$ cat src/rtl/spi_tgen_pkg.sv
package spi_tgen_pkg;
  localparam int PSC_W = 2;
  localparam int SCL_W = 4;
  localparam int CFG_W = 4 * (PSC_W + SCL_W);
  // longest delay: 7 * 2^(2^SCL_W) needs 3 + 2^SCL_W bits
  localparam int CNT_W = (1 << SCL_W) + 3;

  typedef enum logic [2:0] {
    PH_IDLE,
    PH_LEAD,
    PH_SCK,
    PH_TRAIL,
    PH_GAP
  } phase_e;

  typedef struct packed {
    logic [CNT_W-1:0] lead_len;
    logic [CNT_W-1:0] trail_len;
    logic [CNT_W-1:0] gap_len;
    logic [CNT_W-1:0] sck_hi;
    logic [CNT_W-1:0] sck_lo;
  } timing_t;

  function automatic logic [CNT_W-1:0] baud_psc_val(input logic [PSC_W-1:0] code);
    logic [CNT_W-1:0] v;
    case (code)
      2'd0:    v = CNT_W'(2);
      2'd1:    v = CNT_W'(3);
      2'd2:    v = CNT_W'(5);
      default: v = CNT_W'(7);
    endcase
    return v;
  endfunction

  function automatic logic [CNT_W-1:0] baud_scl_val(input logic [SCL_W-1:0] code);
    logic [CNT_W-1:0] v;
    if (code < SCL_W'(3)) v = CNT_W'({code, 1'b0}) + CNT_W'(2);
    else                  v = CNT_W'(1) << code;
    return v;
  endfunction

  function automatic logic [CNT_W-1:0] delay_val(input logic [PSC_W-1:0] p,
                                                 input logic [SCL_W-1:0] s);
    logic [SCL_W:0] sh;
    sh = {1'b0, s} + (SCL_W+1)'(1);
    return CNT_W'({p, 1'b1}) << sh;
  endfunction
endpackage

$ cat src/rtl/spi_tgen_lut.sv
module spi_tgen_lut
  import spi_tgen_pkg::*;
(
  input  logic [CFG_W-1:0] cfg,
  output timing_t          tim
);
  localparam int NUM_DLY = 3;
  // delay order: lead, trail, gap
  localparam int PSC_LSB [NUM_DLY] = '{22, 20, 18};
  localparam int SCL_LSB [NUM_DLY] = '{12, 8, 4};
  localparam int BAUD_PSC_LSB = 16;
  localparam int BAUD_SCL_LSB = 0;

  logic [CNT_W-1:0] dly [NUM_DLY];
  logic [CNT_W-1:0] period;

  for (genvar g = 0; g < NUM_DLY; g++) begin : g_dly
    assign dly[g] = delay_val(cfg[PSC_LSB[g] +: PSC_W], cfg[SCL_LSB[g] +: SCL_W]);
  end

  assign period = baud_psc_val(cfg[BAUD_PSC_LSB +: PSC_W])
                * baud_scl_val(cfg[BAUD_SCL_LSB +: SCL_W]);

  always_comb begin
    tim.lead_len  = dly[0];
    tim.trail_len = dly[1];
    tim.gap_len   = dly[2];
    tim.sck_hi    = (period + CNT_W'(1)) >> 1;
    tim.sck_lo    = period >> 1;
  end
endmodule

$ cat src/rtl/spi_tgen_cnt.sv
module spi_tgen_cnt #(
  parameter int W = 8
) (
  input  logic         clk,
  input  logic         rst_n,
  input  logic         load,
  input  logic [W-1:0] load_val,
  input  logic         dec,
  output logic         zero
);
  logic [W-1:0] q;

  always_ff @(posedge clk or negedge rst_n) begin
    if (!rst_n)               q <= '0;
    else if (load)            q <= load_val;
    else if (dec && q != '0)  q <= q - W'(1);
  end

  assign zero = (q == '0);
endmodule

$ cat src/rtl/spi_tgen.sv
module spi_tgen
  import spi_tgen_pkg::*;
#(
  parameter int BITS_W = 4
) (
  input  logic              clk,
  input  logic              rst_n,
  input  logic              start_valid,
  output logic              start_ready,
  input  logic [CFG_W-1:0]  cfg_in,
  input  logic [BITS_W-1:0] bits_in,
  output logic              sck,
  output logic              cs_active,
  output logic              sck_rise_pls,
  output logic              sck_fall_pls,
  output logic              lead_done_pls,
  output logic              trail_done_pls,
  output logic              gap_done_pls
);
  phase_e           phase;
  logic [CFG_W-1:0] cfg_q;
  logic [CFG_W-1:0] cfg_sel;
  timing_t          tim;
  logic             accept;
  logic             ph_zero, bit_zero;
  logic             ph_load, bit_dec;
  logic [CNT_W-1:0] ph_len;

  assign start_ready = (phase == PH_IDLE);
  assign accept      = start_valid && start_ready;
  // the lead length is needed on the accept edge itself
  assign cfg_sel     = accept ? cfg_in : cfg_q;

  spi_tgen_lut u_lut (
    .cfg (cfg_sel),
    .tim (tim)
  );

  // next phase length, minus one, chosen by where the frame is
  always_comb begin
    ph_load = 1'b0;
    ph_len  = '0;
    bit_dec = 1'b0;
    if (accept) begin
      ph_load = 1'b1;
      ph_len  = tim.lead_len;
    end else if (ph_zero) begin
      case (phase)
        PH_LEAD: begin
          ph_load = 1'b1;
          ph_len  = tim.sck_hi;
        end
        PH_SCK: begin
          ph_load = 1'b1;
          if (sck)           ph_len = tim.sck_lo;
          else if (bit_zero) ph_len = tim.trail_len;
          else begin
            ph_len  = tim.sck_hi;
            bit_dec = 1'b1;
          end
        end
        PH_TRAIL: begin
          ph_load = 1'b1;
          ph_len  = tim.gap_len;
        end
        default: ph_load = 1'b0;
      endcase
    end
  end

  spi_tgen_cnt #(.W(CNT_W)) u_ph_cnt (
    .clk      (clk),
    .rst_n    (rst_n),
    .load     (ph_load),
    .load_val (ph_len - CNT_W'(1)),
    .dec      (phase != PH_IDLE),
    .zero     (ph_zero)
  );

  spi_tgen_cnt #(.W(BITS_W)) u_bit_cnt (
    .clk      (clk),
    .rst_n    (rst_n),
    .load     (accept),
    .load_val (bits_in),
    .dec      (bit_dec),
    .zero     (bit_zero)
  );

  always_ff @(posedge clk or negedge rst_n) begin
    if (!rst_n) begin
      phase          <= PH_IDLE;
      cfg_q          <= '0;
      sck            <= 1'b0;
      cs_active      <= 1'b0;
      sck_rise_pls   <= 1'b0;
      sck_fall_pls   <= 1'b0;
      lead_done_pls  <= 1'b0;
      trail_done_pls <= 1'b0;
      gap_done_pls   <= 1'b0;
    end else begin
      sck_rise_pls   <= 1'b0;
      sck_fall_pls   <= 1'b0;
      lead_done_pls  <= 1'b0;
      trail_done_pls <= 1'b0;
      gap_done_pls   <= 1'b0;
      if (accept) begin
        phase     <= PH_LEAD;
        cfg_q     <= cfg_in;
        cs_active <= 1'b1;
      end else if (ph_zero) begin
        case (phase)
          PH_LEAD: begin
            phase         <= PH_SCK;
            sck           <= 1'b1;
            sck_rise_pls  <= 1'b1;
            lead_done_pls <= 1'b1;
          end
          PH_SCK: begin
            if (sck) begin
              sck          <= 1'b0;
              sck_fall_pls <= 1'b1;
            end else if (bit_zero) begin
              phase <= PH_TRAIL;
            end else begin
              sck          <= 1'b1;
              sck_rise_pls <= 1'b1;
            end
          end
          PH_TRAIL: begin
            phase          <= PH_GAP;
            cs_active      <= 1'b0;
            trail_done_pls <= 1'b1;
          end
          PH_GAP: begin
            phase        <= PH_IDLE;
            gap_done_pls <= 1'b1;
          end
          default: phase <= PH_IDLE;
        endcase
      end
    end
  end
endmodule

$ cat config.mk
export PLATFORM = sky130hd
export DESIGN_NAME = spi_tgen
export DESIGN_NICKNAME = d
export VERILOG_FILES = /design/src/rtl/spi_tgen_pkg.sv /design/src/rtl/spi_tgen_lut.sv /design/src/rtl/spi_tgen_cnt.sv /design/src/rtl/spi_tgen.sv
export SDC_FILE = /design/constraint.sdc
export NUM_CORES = 1
export LEC_CHECK = 0
export BUFFER_PORTS_ARGS = -buffer_cell sky130_fd_sc_hd__clkbuf_2
export CAP_MARGIN = 20
export CORE_MARGIN = 2
export CORE_UTILIZATION = 57
export DETAILED_ROUTE_END_ITERATION = 16
export GPL_TIMING_DRIVEN = 0
export PLACE_DENSITY = 0.78
export SLEW_MARGIN = 20
export SYNTH_ARGS = -nofsm -noshare
export SYNTH_HDL_FRONTEND = slang
export SYNTH_SLANG_ARGS = --single-unit
$ cat constraint.sdc
create_clock -name clk -period 6.2 [get_ports clk]
set_input_delay 1.24 -clock clk [delete_from_list [all_inputs] [get_ports clk]]
set_output_delay 1.24 -clock clk [all_outputs]
set_load 0.02 [all_outputs]
==> run summary <==
In the layout the commonest cells are nand2_1, dfrtp_1, nor2_1, buf_4, inv_1. The detailed router's first-iteration violation count is 822. The number of rows in the core area came out at 40.

The final weighted congestion in routability-driven placement is slightly above 1. The average wire per standard cell came out at slightly above 20 um. The count of cell types in the netlist is 83. The number of antenna violations at the first check in global routing came out at 0. Of all nets on the critical path, the largest fanout is 5. Hold timing on the final database bottoms out at a slack of a little under 0.5 ns. Of the cells placed in the final design, the portion with a size suffix greater than 1 is 0.255.

The worst setup path is launched from an input pin. The layout overhead on the synthesized area came out at 28.2%. The final core area utilization came out at 0.740. The floorplan die width is 114 um. dfrtp_1 takes more of the synthesized area than any other cell.

Entering global routing, the biggest net connects between 40 and 50 pins. For this block, the via count after detailed routing is 7703. The library cell used most frequently in the layout, excluding fill and tap cells, is nand2_1. The detailed-route vias per instance is 6.57. The number of H-tree levels came out at 3.

Ranked by total cell area, the synthesized netlist is headed by dfrtp_1, nand2_1, ha_1. The min-delay analysis places its worst path in the category reg2reg. STA puts the critical path data required time at 6.45 ns. In the synthesized netlist the dominant register cell turns out to be dfrtp_1. The total clock buffers created by CTS is 9. The total of flip-flops plus latches after synthesis came out at 57. The first global-routing pass estimated 35.7 mm of wire. The average cell area after synthesis came out at between 7 and 8 sq um. The largest incremental delay on the critical path is between 0.6 and 0.7 ns.

The number of instances in the synthesized netlist came out at 924. The number of max-cap violations came out at 0. The post-route antenna net violation count came out at 0. The later-pin clock latency in the skew report is approximately 0.35 ns. Walking the worst path, the cells encountered are clkbuf_2 > or4b_4 > clkbuf_16 > clkbuf_16 > nand2_4 > nand2_4 > nand2b_4 > nor2_4 > nand2_1 > fa_1 > inv_1 > ha_4 > o211ai_1 > buf_4 > o21ai_4 > a21oi_2 > xnor2_2 > a222oi_1 > o21ai_1 > inv_1 > nand3_4 > or4_4 > o31a_1 > o31ai_2.

Setup violations remaining at the end of the flow were counted as 2. The fmax came out at 160 MHz. For this run, the register share of the synthesized area comes to 0.208.

0 antenna diodes ended up in the layout. The final setup skew came out at 0.00986 ns. The post-place setup slack came out at -1.35 ns. The total leakage power came out at about 0.0038 uW. For this run the aggregate overflow at the end of global routing stands at 0. The number of slew-limit violations in the final report came out at 0. The post-cts hold buffer count is 0. The power density relative to cell area is roughly 420 nW/um^2. The starting density of the core is 0.577. The setup slack after layout came out at -0.0605 ns. The HPWL after detailed placement is roughly 17 mm.

The clock transition time at the flip-flop clock pins of the worst setup and hold paths is about 0.05 ns. The met3 wire length came out at about 1.8 mm. The data arrival at the endpoint of the critical path came out at 6.51 ns. After synthesis the cells add up to 6850 sq um.

The full die area came out at roughly 13000 sq um. The checks that failed: setup timing. TritonCTS built the clock tree. The number of remaining DRC errors is 0. In the finished design, the share of the clock period the worst path needs comes to 1.01.

The routed length on met2 came out at about 12 mm. The clock tree buffer depth is 2. The routed length on met1 is roughly 9.4 mm. The count of buffers from port buffering came out at 35. The setup TNS after final layout came out at -0.0917 ns. The via count of the first global-routing pass came out at between 7000 and 8000.

The final critical path time including I/O delays and setup came out at ~6.3 ns. The share of synthesized registers carrying an async set or reset is 1.00. IR analysis of the VDD net gives a maximum drop of roughly 0.4 mV. CTS placed an instance of clkbuf_16 at the clock tree root. The count of synthesis-stage warnings from yosys came out at 0. STA classifies the critical path endpoint as a flip-flop. The first detailed-routing pass ran for 5 iterations.

The area of the core is 11900 sq um. The share of the synthesized area in the top cell type came out at 0.208. The y dimension of the die came out at roughly 110 um. The combined global-route utilization of all metal layers came out at 0.351. The cell with the largest stage delay on the worst path is or4_4.

The number of sinks on the clock net came out at between 50 and 60. The startpoint-to-endpoint class of the critical path is in2reg. The flow ran to the end, but the final reports show violations.

The number of enable flip-flop cells after synthesis is 0. The count of nets after finishing came out at 1094. 39 I/O pins were placed. The transition time of the tightest slew-check pin came out at between 0.8 and 0.9 ns. The routed wire length came out at 24.2 mm. The highest layer touched by signal routing is met4. The hold violation total from the final report came out at 0. The worst slew slack as a fraction of its limit came out at 0.434.
## routing by layer
| metal | track usage | vias up |
|---|---|---|
| met5 | 0 | - |
| met4 | 0.184 | 0 |
| met3 | 0.0670 | 105 |
| met2 | 0.588 | 385 |
| met1 | 0.430 | 3673 |
| li1 | - | 3540 |
## cell families after synthesis
logic type / count (synthesis) / share of synthesized area
adders and majority gates: 42 / 0.0932
DFF: 57 / 0.208
other: 2 / 0.00110
and+or+nand+nor: 416 / 0.299
muxes: 33 / 0.0541
buffers and inverters: 105 / 0.0616
xor gates and xnor gates: 37 / 0.0484
AOI/OAI and AO/OA: 232 / 0.234
## metrics by stage
step	cell area, sq um	instances	power [uW]
after detailed placement	7600	1109	2690
after global placement	7550	1107	2660
after floorplan	7190	925	2200
after CTS	8350	1147	3380
final	8780	1173	3660
after global routing	8780	1173	3890
## final timing paths
| path | from | to | slack (ns) | cells past startpoint |
|---|---|---|---|---|
| max | start_valid | u_ph_cnt.q[18] | -0.06 | 24 |
| min | cfg_q[15] | cfg_q[15] | 0.48 | 2 |
| max reg2reg | phase[1] | u_ph_cnt.q[18] | 0.34 | 24 |
| min reg2reg | cfg_q[15] | cfg_q[15] | 0.48 | 2 |
| max in group asynchronous | rst_n | u_ph_cnt.q[17] | 4.94 | 2 |
| min in group asynchronous | rst_n | cfg_q[16] | 0.74 | 1 |
## Yosys cell counts (5+ instances only)
| cell | n |
|---|---|
| o21a_1 | 9 |
| nand3b_1 | 5 |
| a2bb2oi_1 | 5 |
| inv_1 | 55 |
| a21o_1 | 8 |
| a211o_1 | 8 |
| nor2b_1 | 9 |
| nand2b_1 | 12 |
| o31ai_1 | 8 |
| nand3_1 | 29 |
| a21boi_0 | 5 |
| fa_1 | 15 |
| o221ai_1 | 5 |
| mux2_2 | 7 |
| a221oi_1 | 8 |
| nand4_1 | 15 |
| and3_1 | 13 |
| dfrtp_1 | 57 |
| nor2_1 | 67 |
| or4_1 | 7 |
| nor3_1 | 27 |
| a21oi_1 | 47 |
| nor4_1 | 16 |
| or3_1 | 6 |
| o211ai_1 | 7 |
| or2_2 | 7 |
| xor2_1 | 12 |
| a211oi_1 | 13 |
| clkbuf_1 | 38 |
| nor3b_1 | 10 |
| nand2_1 | 163 |
| ha_1 | 27 |
| xnor2_1 | 24 |
| o21ai_0 | 48 |
| mux2i_1 | 22 |
| and2_1 | 10 |
| a31oi_1 | 12 |
## flip-flops by register name (all words and copies together), names as in the netlist
| register | cells |
|---|---|
| sck_fall_pls | 1 |
| phase | 3 |
| u_bit_cnt.q | 4 |
| trail_done_pls | 1 |
| gap_done_pls | 1 |
| sck | 1 |
| sck_rise_pls | 1 |
| cs_active | 1 |
| lead_done_pls | 1 |
| cfg_q | 24 |
| u_ph_cnt.q | 19 |
## what timing repair did
action	in CTS	in global routing
setup buffers	25	29
gates resized for setup	53	58
setup endpoints to repair	12	8
pin swaps	23	27
cloned	1	0
## worst max-delay path, delay by kind of cell
family                   cells  cell delay [ns]
AO/OA/AOI/OAI                7             1.60
AND/OR/NAND/NOR              8             1.81
buffers and inverters        6             0.83
XOR/XNOR                     1             0.22
adder cells (fa/ha/maj)      2             0.81
## report_power, final
group	switching, uW	internal [uW]
clock	194	335
combinational	1480	978
sequential	155	519
total	1830	1830
## cell type report
class | count | area, sq um
Timing Repair Buffer | 92 | 642
Clock buffer | 11 | 253
Clock inverter | 5 | 63.8
Fill cell | 900 | 3080
Sequential cell | 57 | 1430
Buffer | 42 | 277
Tap cell | 147 | 184
Multi-Input combinational cell | 763 | 5720
Inverter | 56 | 213
Power figures use the tool's default switching activity.
